<file path="src/rtl/lvds_pkg.sv">
package lvds_pkg;
  localparam int COLOR_W = 8;
  localparam int LANE_W  = 7;
  localparam int NLANES  = 4;
  localparam int NCOLORS = 3;
  localparam int MAIN_W  = LANE_W - 1;
  localparam int EXT_W   = COLOR_W - MAIN_W;

  typedef enum logic {
    MAP_LOWFIRST = 1'b0,
    MAP_HIGHFIRST = 1'b1
  } map_e;

  typedef logic [LANE_W-1:0] lane_t;
endpackage

</file>
<file path="src/rtl/lvds_color_split.sv">
module lvds_color_split
  import lvds_pkg::*;
(
  input  map_e                   mode,
  input  logic [COLOR_W-1:0]     color,
  output logic [MAIN_W-1:0]      main_bits,
  output logic [EXT_W-1:0]       ext_bits
);
  always_comb begin
    if (mode == MAP_HIGHFIRST) begin
      main_bits = color[COLOR_W-1:EXT_W];
      ext_bits  = color[EXT_W-1:0];
    end else begin
      main_bits = color[MAIN_W-1:0];
      ext_bits  = color[COLOR_W-1:MAIN_W];
    end
  end
endmodule

</file>
<file path="src/rtl/lvds_lane_map.sv">
module lvds_lane_map
  import lvds_pkg::*;
(
  input  logic [MAIN_W-1:0] r_main,
  input  logic [MAIN_W-1:0] g_main,
  input  logic [MAIN_W-1:0] b_main,
  input  logic [EXT_W-1:0]  r_ext,
  input  logic [EXT_W-1:0]  g_ext,
  input  logic [EXT_W-1:0]  b_ext,
  input  logic              de,
  output lane_t             lanes [NLANES]
);
  always_comb begin
    lanes[0] = {g_main[0], r_main};
    lanes[1] = {b_main[1:0], g_main[MAIN_W-1:1]};
    lanes[2] = {de, 2'b00, b_main[MAIN_W-1:2]};
    lanes[3] = {1'b0, b_ext, g_ext, r_ext};
  end
endmodule

</file>
<file path="src/rtl/lvds_pixel_packer.sv">
module lvds_pixel_packer
  import lvds_pkg::*;
(
  input  logic       clk,
  input  logic       rst_n,
  input  logic       map_sel,
  input  logic [7:0] red,
  input  logic [7:0] green,
  input  logic [7:0] blue,
  input  logic       de,
  output logic [6:0] lane0,
  output logic [6:0] lane1,
  output logic [6:0] lane2,
  output logic [6:0] lane3,
  output logic       word_valid
);
  logic [COLOR_W-1:0] colors [NCOLORS];
  logic [MAIN_W-1:0]  mains  [NCOLORS];
  logic [EXT_W-1:0]   exts   [NCOLORS];
  lane_t              next_lanes [NLANES];
  lane_t              lanes_q    [NLANES];
  logic               valid_q;
  map_e               mode;

  assign mode      = map_e'(map_sel);
  assign colors[0] = red;
  assign colors[1] = green;
  assign colors[2] = blue;

  for (genvar c = 0; c < NCOLORS; c++) begin : g_split
    lvds_color_split u_split (
      .mode      (mode),
      .color     (colors[c]),
      .main_bits (mains[c]),
      .ext_bits  (exts[c])
    );
  end

  lvds_lane_map u_map (
    .r_main (mains[0]),
    .g_main (mains[1]),
    .b_main (mains[2]),
    .r_ext  (exts[0]),
    .g_ext  (exts[1]),
    .b_ext  (exts[2]),
    .de     (de),
    .lanes  (next_lanes)
  );

  for (genvar l = 0; l < NLANES; l++) begin : g_lane_reg
    always_ff @(posedge clk or negedge rst_n) begin
      if (!rst_n) lanes_q[l] <= '0;
      else        lanes_q[l] <= next_lanes[l];
    end
  end

  always_ff @(posedge clk or negedge rst_n) begin
    if (!rst_n) valid_q <= 1'b0;
    else        valid_q <= 1'b1;
  end

  assign lane0      = lanes_q[0];
  assign lane1      = lanes_q[1];
  assign lane2      = lanes_q[2];
  assign lane3      = lanes_q[3];
  assign word_valid = valid_q;

  // valid stays up once reset has been released for a full cycle
  a_r1_valid_held: assert property (@(posedge clk) disable iff (!rst_n)
    $past(rst_n) |-> word_valid);

  // unused slots remain low
  a_r3_unused_low: assert property (@(posedge clk) disable iff (!rst_n)
    (lane2[5:4] == 2'b00) && !lane3[6]);

  // enable bit follows the previous cycle's de
  a_r4_de_slot: assert property (@(posedge clk) disable iff (!rst_n)
    word_valid |-> (lane2[6] == $past(de)));

  // lane 3 bit 0 takes red bit 6 or bit 0 per the layout sampled with the pixel
  a_r7_lane3_layout: assert property (@(posedge clk) disable iff (!rst_n)
    word_valid |-> (lane3[0] == ($past(map_sel) ? $past(red[0]) : $past(red[6]))));

  // lane 0 bit 5 takes red bit 5 or bit 7
  a_r6_lane0_layout: assert property (@(posedge clk) disable iff (!rst_n)
    word_valid |-> (lane0[5] == ($past(map_sel) ? $past(red[7]) : $past(red[5]))));
endmodule

</file>
<file path="config.mk">
export PLATFORM = sky130hd
export DESIGN_NAME = lvds_pixel_packer
export DESIGN_NICKNAME = d
export VERILOG_FILES = /design/src/rtl/lvds_pkg.sv /design/src/rtl/lvds_color_split.sv /design/src/rtl/lvds_lane_map.sv /design/src/rtl/lvds_pixel_packer.sv
export SDC_FILE = /design/constraint.sdc
export NUM_CORES = 1
export LEC_CHECK = 0
export BUFFER_PORTS_ARGS = -buffer_cell sky130_fd_sc_hd__buf_2
export CAP_MARGIN = 20
export CELL_PAD_IN_SITES_DETAIL_PLACEMENT = 2
export CELL_PAD_IN_SITES_GLOBAL_PLACEMENT = 2
export CORE_ASPECT_RATIO = 1.25
export CORE_MARGIN = 4
export CORE_UTILIZATION = 32
export CTS_BUF_LIST = sky130_fd_sc_hd__clkbuf_8
export CTS_CLUSTER_DIAMETER = 120
export DETAILED_ROUTE_END_ITERATION = 12
export GPL_ROUTABILITY_DRIVEN = 0
export PLACE_DENSITY = 0.95
export SYNTH_ARGS = -nofsm -noshare
export SYNTH_HDL_FRONTEND = slang
export SYNTH_SLANG_ARGS = --single-unit
</file>
<file path="constraint.sdc">
create_clock -name clk -period 0.9 [get_ports clk]
set_clock_uncertainty 0.1 [all_clocks]
set_input_delay 0.045 -clock clk [delete_from_list [all_inputs] [get_ports clk]]
set_output_delay 0.045 -clock clk [all_outputs]
set_load 0.1 [all_outputs]
</file>
# Yosys cells after proc, flatten, opt, wreduce, memory -nomap -nowiden
# Index checks and enable logic that the tools add are counted.
word_totals:
  ff_bits: 26
  inputBits: 28
  out_inout_bits: 29
  wordCells: 11
op_classes:
  muxes: 6
ops:
  columns: ["op", "count"]
  rows:
  - ["$mux W6", 3]
  - ["$mux W2", 3]

# Longest topological paths before layout
# Gate-level depths: netlist of run 1.
depth:
  ltp_word: 1
  mapped_depth: 3

# Hierarchy
# A second synthesis of run 1 with hierarchy kept.
unflattened:
  hier_cells: 86
  area_unflattened_um2: 1337.5
by_module_without_submodules:
  columns: ["module", "n_inst", "cells_per_inst", "area_per_inst_um2"]
  rows:
  - ["lvds_pixel_packer", 1, 30, 729.4]
  - ["lvds_color_split", 3, 9, 131.4]
  - ["lvds_lane_map", 1, 29, 214.0]

# Least setup slack after synthesis of run 1
# Ideal clock, no wire load.
synth_timing:
  path_type: "register to output"
  from: "register lanes_q (netlist bit lane0[0])"
  to: "output lane0[0]"
  arrival_time_ns: 0.883
  required_ns: 0.755
  path_slack_ns: -0.128
  path_stages_with_launch: 1
  path_buffers: 0
  cell_sequence: "dfrtp_1"
synth_rtl:
  columns: ["element", "line", "text"]
  rows:
  - ["start: declaration", "lvds_pixel_packer.sv:21", "lane_t lanes_q [NLANES];"]
  - ["start signal: indexed assignment", "lvds_pixel_packer.sv:53", "else lanes_q[l] <= next_lanes[l];"]
  - ["end: declaration", "lvds_pixel_packer.sv:11", "output logic [6:0] lane0,"]
# No word-level cell between the ends.

# Worst setup path after layout of run 1
layout_timing:
  from: "register lanes_q (netlist bit lane0[6])"
  to: "output lane0[6]"
# No word-level cell between the ends.

==> metrics, run 1 <==
cell family with most CP delay flip-flops; final net count 147; fin crit period 1.05 ns; clock net sink count 26; Initial Util 0.334; drt via density 4.44; area share of the largest cell type after synthesis 0.604; core area 0.00322 mm^2; critical path capture point type output port; combinational power share 0.402; Syn-to-layout area delta 83.4%; buffer and inverter count on the worst path 1; Finished Layout Cells 155; Yosys reg bits 26; initial antenna violation count 0; CP cell instances buf_12; ant diodes 0; wirelength, routed 3.65 mm; Synth Warn # 0; switching power share of the total 0.383; final setup fails 27; Placed Cells 146; CTS Buf Count 3; vias 688; Mapped Area 0.00108 mm^2; Max Clk Rate 954 MHz; post-route ant nets 0; CP Max Fanout 1; CTS tree yes; initial DRC count 8; row cnt 23; power per cell area 1820 mW/mm^2; P_sw 1380 uW; Seq pwr share 0.378; buffer depth of the longest clock path 2; worst min-delay path class in2reg; drt pass-1 iters 2; Req. time, crit path 0.75 ns; setup TNS -3.23 ns; # port buffers 53; H-tree Lvls 1; DRC viols 0; Crit-path slowest cell dfrtp_2; Hold Path Stages 2; fin util 0.613; final period utilization 1.17; die area 0.00436 mm^2; gr ovfl total 0; GRT Util Overall 0.196; largest net degree at the start of global routing 27; Final Max Tran Viols 0; vias in the first global route 935; clock network fraction of total power 0.220; Hold Path End lane0[5]$_DFF_PN0_; first-pass GRT wire length 5.84 mm; mean post-synth cell area 18.6 um^2; worst setup margin -0.149 ns; outcome finished, violations left; total I/O pin count 57; Clock transition at path regs 0.10 ns; Hold Violations, Final 8; layout cell share with drive strength beyond 1 0.788; Crit path arrival time 0.90 ns; sequential fraction of the synthesis area 0.604; Pwr Total 3590 uW; P_int 2210 uW; biggest cell delay along the critical path 0.45 ns; most common cell after layout, fill and taps aside buf_12; Die Y 72.9 um; Root Buffer clkbuf_8; failing checks negative hold slack, negative setup slack; Crit Path Class reg2out; Hold Startpoint red[7]; Unique masters post-synth 7; Static Leak 0.000902 uW; width of the die 59.9 um; Max Cap Viol 0; most frequent cells in the layout buf_12, dfrtp_2, mux2_4, dlygate4sd3_1, buf_2; post-synthesis instance total 58; Hold Slack -0.0680 ns; RSZ-0062 raised after global routing true; worst vdd ir 1.30 mV; drt wl/cell 23.6 um; type of element launching the critical path flop; Synth area leaders dfrtp_1, mux2_4, mux2_2; fillers 259; top cell type by total area after synthesis dfrtp_1
==> per-stage QoR <==
step | instance area (um^2) | worst slack (ns)
finish | 1980 | -0.149
global route | 1980 | -0.172
CTS | 2040 | -0.139
detailed placement | 1790 | -0.0228
global placement | 1790 | 0.0131
floorplan | 1120 | 0.0893
==> synthesized netlist by cell type, drive strengths merged <==
master	instances
buf	6
dfrtp	26
conb	2
mux2	24
==> flip-flops by register name, summed over array words and instances, names as in the netlist <==
name and count:
lane0 7, lane2 5, lane1 7, word_valid 1
lane3 6
==> worst max-delay path by stage <==
stage / from / cells past startpoint / to
6_report: lane0[6]$_DFF_PN0_ / 1 / lane0[6]
5_1_grt: lane0[6]$_DFF_PN0_ / 1 / lane0[6]
4_1_cts: lane1[2]$_DFF_PN0_ / 1 / lane1[2]
3_5_place_dp: map_sel / 3 / lane1[3]$_DFF_PN0_
3_3_place_gp: map_sel / 3 / lane1[1]$_DFF_PN0_
2_1_floorplan: map_sel / 3 / lane0[0]$_DFF_PN0_
==> cell type report <==
class	instances	area, um^2	area share
Sequential cell	26	683	0.346
Multi-Input combinational cell	28	360	0.182
Clock buffer	4	55.1	0.0279
Timing Repair Buffer	60	831	0.421
Tap cell	37	46.3	0.0234
==> power by group through the flow <==
| stage | logic [uW] | clock network [uW] | registers, uW |
|---|---|---|---|
| after floorplan | 242 | 0 | 1970 |
| after global placement | 1360 | 0 | 1360 |
| after detailed placement | 1390 | 0 | 1380 |
| after CTS | 1460 | 791 | 1350 |
| after global routing | 1490 | 864 | 1370 |
| final | 1440 | 791 | 1360 |
==> layer usage <==
metal | up-vias | track usage | routed length, um
li1 | 306 | - | -
met1 | 346 | 0.184 | 1130
met2 | 28 | 0.391 | 2270
met3 | 8 | 0.0195 | 92
met4 | 0 | 0.108 | 155
met5 | - | 0 | 0
==> logic make-up after synthesis <==
logic type	after synthesis	synth area share
flip-flops	26	0.604
buffers and inverters	6	0.0685
other	2	0.00697
multiplexers	24	0.321
==> what timing repair did <==
action,in CTS,in global routing
hold buffers,20,1
endpoints found under the setup margin,26,71
endpoints found under the hold margin,51,9
gates resized for setup,0,2
buffers inserted,0,0
cloned,0,0
Note: power is estimated with default switching activity, not from simulation.
==> inputs of run 2 (changes only) <==
GPL_TIMING_DRIVEN = 0   (was default)
==> run 2 against run 1 <==
The flow still finishes with violations (negative hold slack, negative setup slack); flip-flop and latch count unchanged; via count grew 3.3%; setup slack gained 0.021 ns; first-iteration DRC count increased by 25%; non-clock buffer count up 6; largest cell class is now registers.
==> metrics, run 2 (synthesized netlist as in run 1, its figures left out) <==
outcome finished, violations left; failing checks negative hold slack, negative setup slack; clock net sink count 26; wirelength, routed 3.22 mm; CP Max Fanout 1; total I/O pin count 57; worst vdd ir 0.925 mV; critical path capture point type output port; CP cell instances buf_12; DRC viols 0; Die Y 72.9 um; P_int 1990 uW; Crit path arrival time 0.88 ns; met2 routed WL 2.14 mm; buffer depth of the longest clock path 2; final setup fails 34; # port buffers 52; drt wl/cell 20.1 um; setup TNS -2.93 ns; switching power share of the total 0.393; Root Buffer clkbuf_8; vias 711; Max Clk Rate 974 MHz; type of element launching the critical path flop; Hold Violations, Final 22; CTS tree yes; Seq pwr share 0.405; post-route ant nets 0; largest net degree at the start of global routing 27; Final Max Tran Viols 0; P_sw 1290 uW; Crit Path Class reg2out; power per cell area 1850 mW/mm^2; Hold Startpoint blue[6]; crit path launch lane3[1]$_DFF_PN0_; Max Cap Viol 0; Req. time, crit path 0.75 ns; DR WL met3 81 um; H-tree Lvls 1; Syn-to-layout area delta 64.1%; row cnt 23; Static Leak 0.000848 uW; width of the die 59.9 um; final net count 153; die area 0.00436 mm^2; placed cell areas 0.00142 mm^2; Hold Slack -0.0806 ns; core area 0.00322 mm^2; fin util 0.549; most frequent cells in the layout dfrtp_2, buf_2, mux2_4; Initial Util 0.334; initial DRC count 10; clock network fraction of total power 0.198; CTS Buf Count 3; initial antenna violation count 0; Crit-path slowest cell dfrtp_2; Placed Cells 149; vias in the first global route 874; cell area after layout 0.00177 mm^2; GRT Util Overall 0.148; biggest cell delay along the critical path 0.44 ns; fin crit period 1.03 ns; drt pass-1 iters 2; buffer and inverter count on the worst path 1; RSZ-0062 raised after global routing true; worst setup margin -0.127 ns; layout cell share with drive strength beyond 1 0.902; drt via density 4.44; most common cell after layout, fill and taps aside dfrtp_2; ant diodes 0; gr ovfl total 0; wire length on met1 926 um; cell family with most CP delay flip-flops; final period utilization 1.14; worst min-delay path class in2reg; uppermost routed layer met4; first-pass GRT wire length 4.46 mm; combinational power share 0.398; Clock transition at path regs 0.09 ns; Finished Layout Cells 160
[run 2: cell count changes in the layout (fill, tap and decap cells not counted), sizes merged]
cell / before / now
clkbuf: 5 / 4
dlygate4sd3: 20 / 8
dlymetal6s4s: 1 / 0
buf: 38 / 57
[run 2: layout make-up]
class	instances	area, um^2
clock buffers	3	41.3
flip-flops and latches	26	683
well taps	37	46.3
plain buffers	6	73.8
repair buffers	60	563
multi-input cells	28	360
fillers	289	1460
[run 2: path summary, 6_finish.rpt]
| path | endpoint | slack, ns | cells after the start |
|---|---|---|---|
| min in group asynchronous | lane0[1]$_DFF_PN0_ | 0.15 | 2 |
| max in group asynchronous | lane1[1]$_DFF_PN0_ | 0.27 | 2 |
| min | lane3[4]$_DFF_PN0_ | -0.08 | 2 |
| max | lane3[1] | -0.13 | 1 |
[run 2: per-layer routing]
| layer | GRT usage | vias up |
|---|---|---|
| met5 | 0 | - |
| met1 | 0.122 | 365 |
| li1 | - | 318 |
| met3 | 0.0159 | 4 |
| met2 | 0.331 | 24 |
| met4 | 0.0443 | 0 |
[run 2: timing repair]
| item | CTS | global route |
|---|---|---|
| setup endpoints to repair | 26 | 52 |
| endpoints found under the hold margin | 51 | 24 |
| pin swaps | 0 | 0 |
| setup buffers | 0 | 0 |
| hold buffers | 2 | 6 |
| resized for setup | 57 | 10 |
[run 2: power groups by stage]
| stage | Sequential (uW) | Combinational (uW) | Clock [uW] |
|---|---|---|---|
| 2_1_floorplan | 1970 | 242 | 0 |
| 3_3_place_gp | 1310 | 1100 | 0 |
| 3_5_place_dp | 1320 | 1120 | 0 |
| 4_1_cts | 1320 | 1250 | 646 |
| 5_1_grt | 1340 | 1340 | 751 |
| 6_report | 1330 | 1300 | 649 |
[run 2: stage by stage]
step / setup WS [ns] / hold slack [ns] / total power [uW]
2_1_floorplan: 0.0893 / -0.351 / 2210
3_3_place_gp: 0.0149 / -0.0578 / 2400
3_5_place_dp: -0.00823 / -0.0374 / 2440
4_1_cts: -0.122 / -0.0807 / 3220
5_1_grt: -0.164 / -0.0898 / 3430
6_report: -0.127 / -0.0806 / 3280
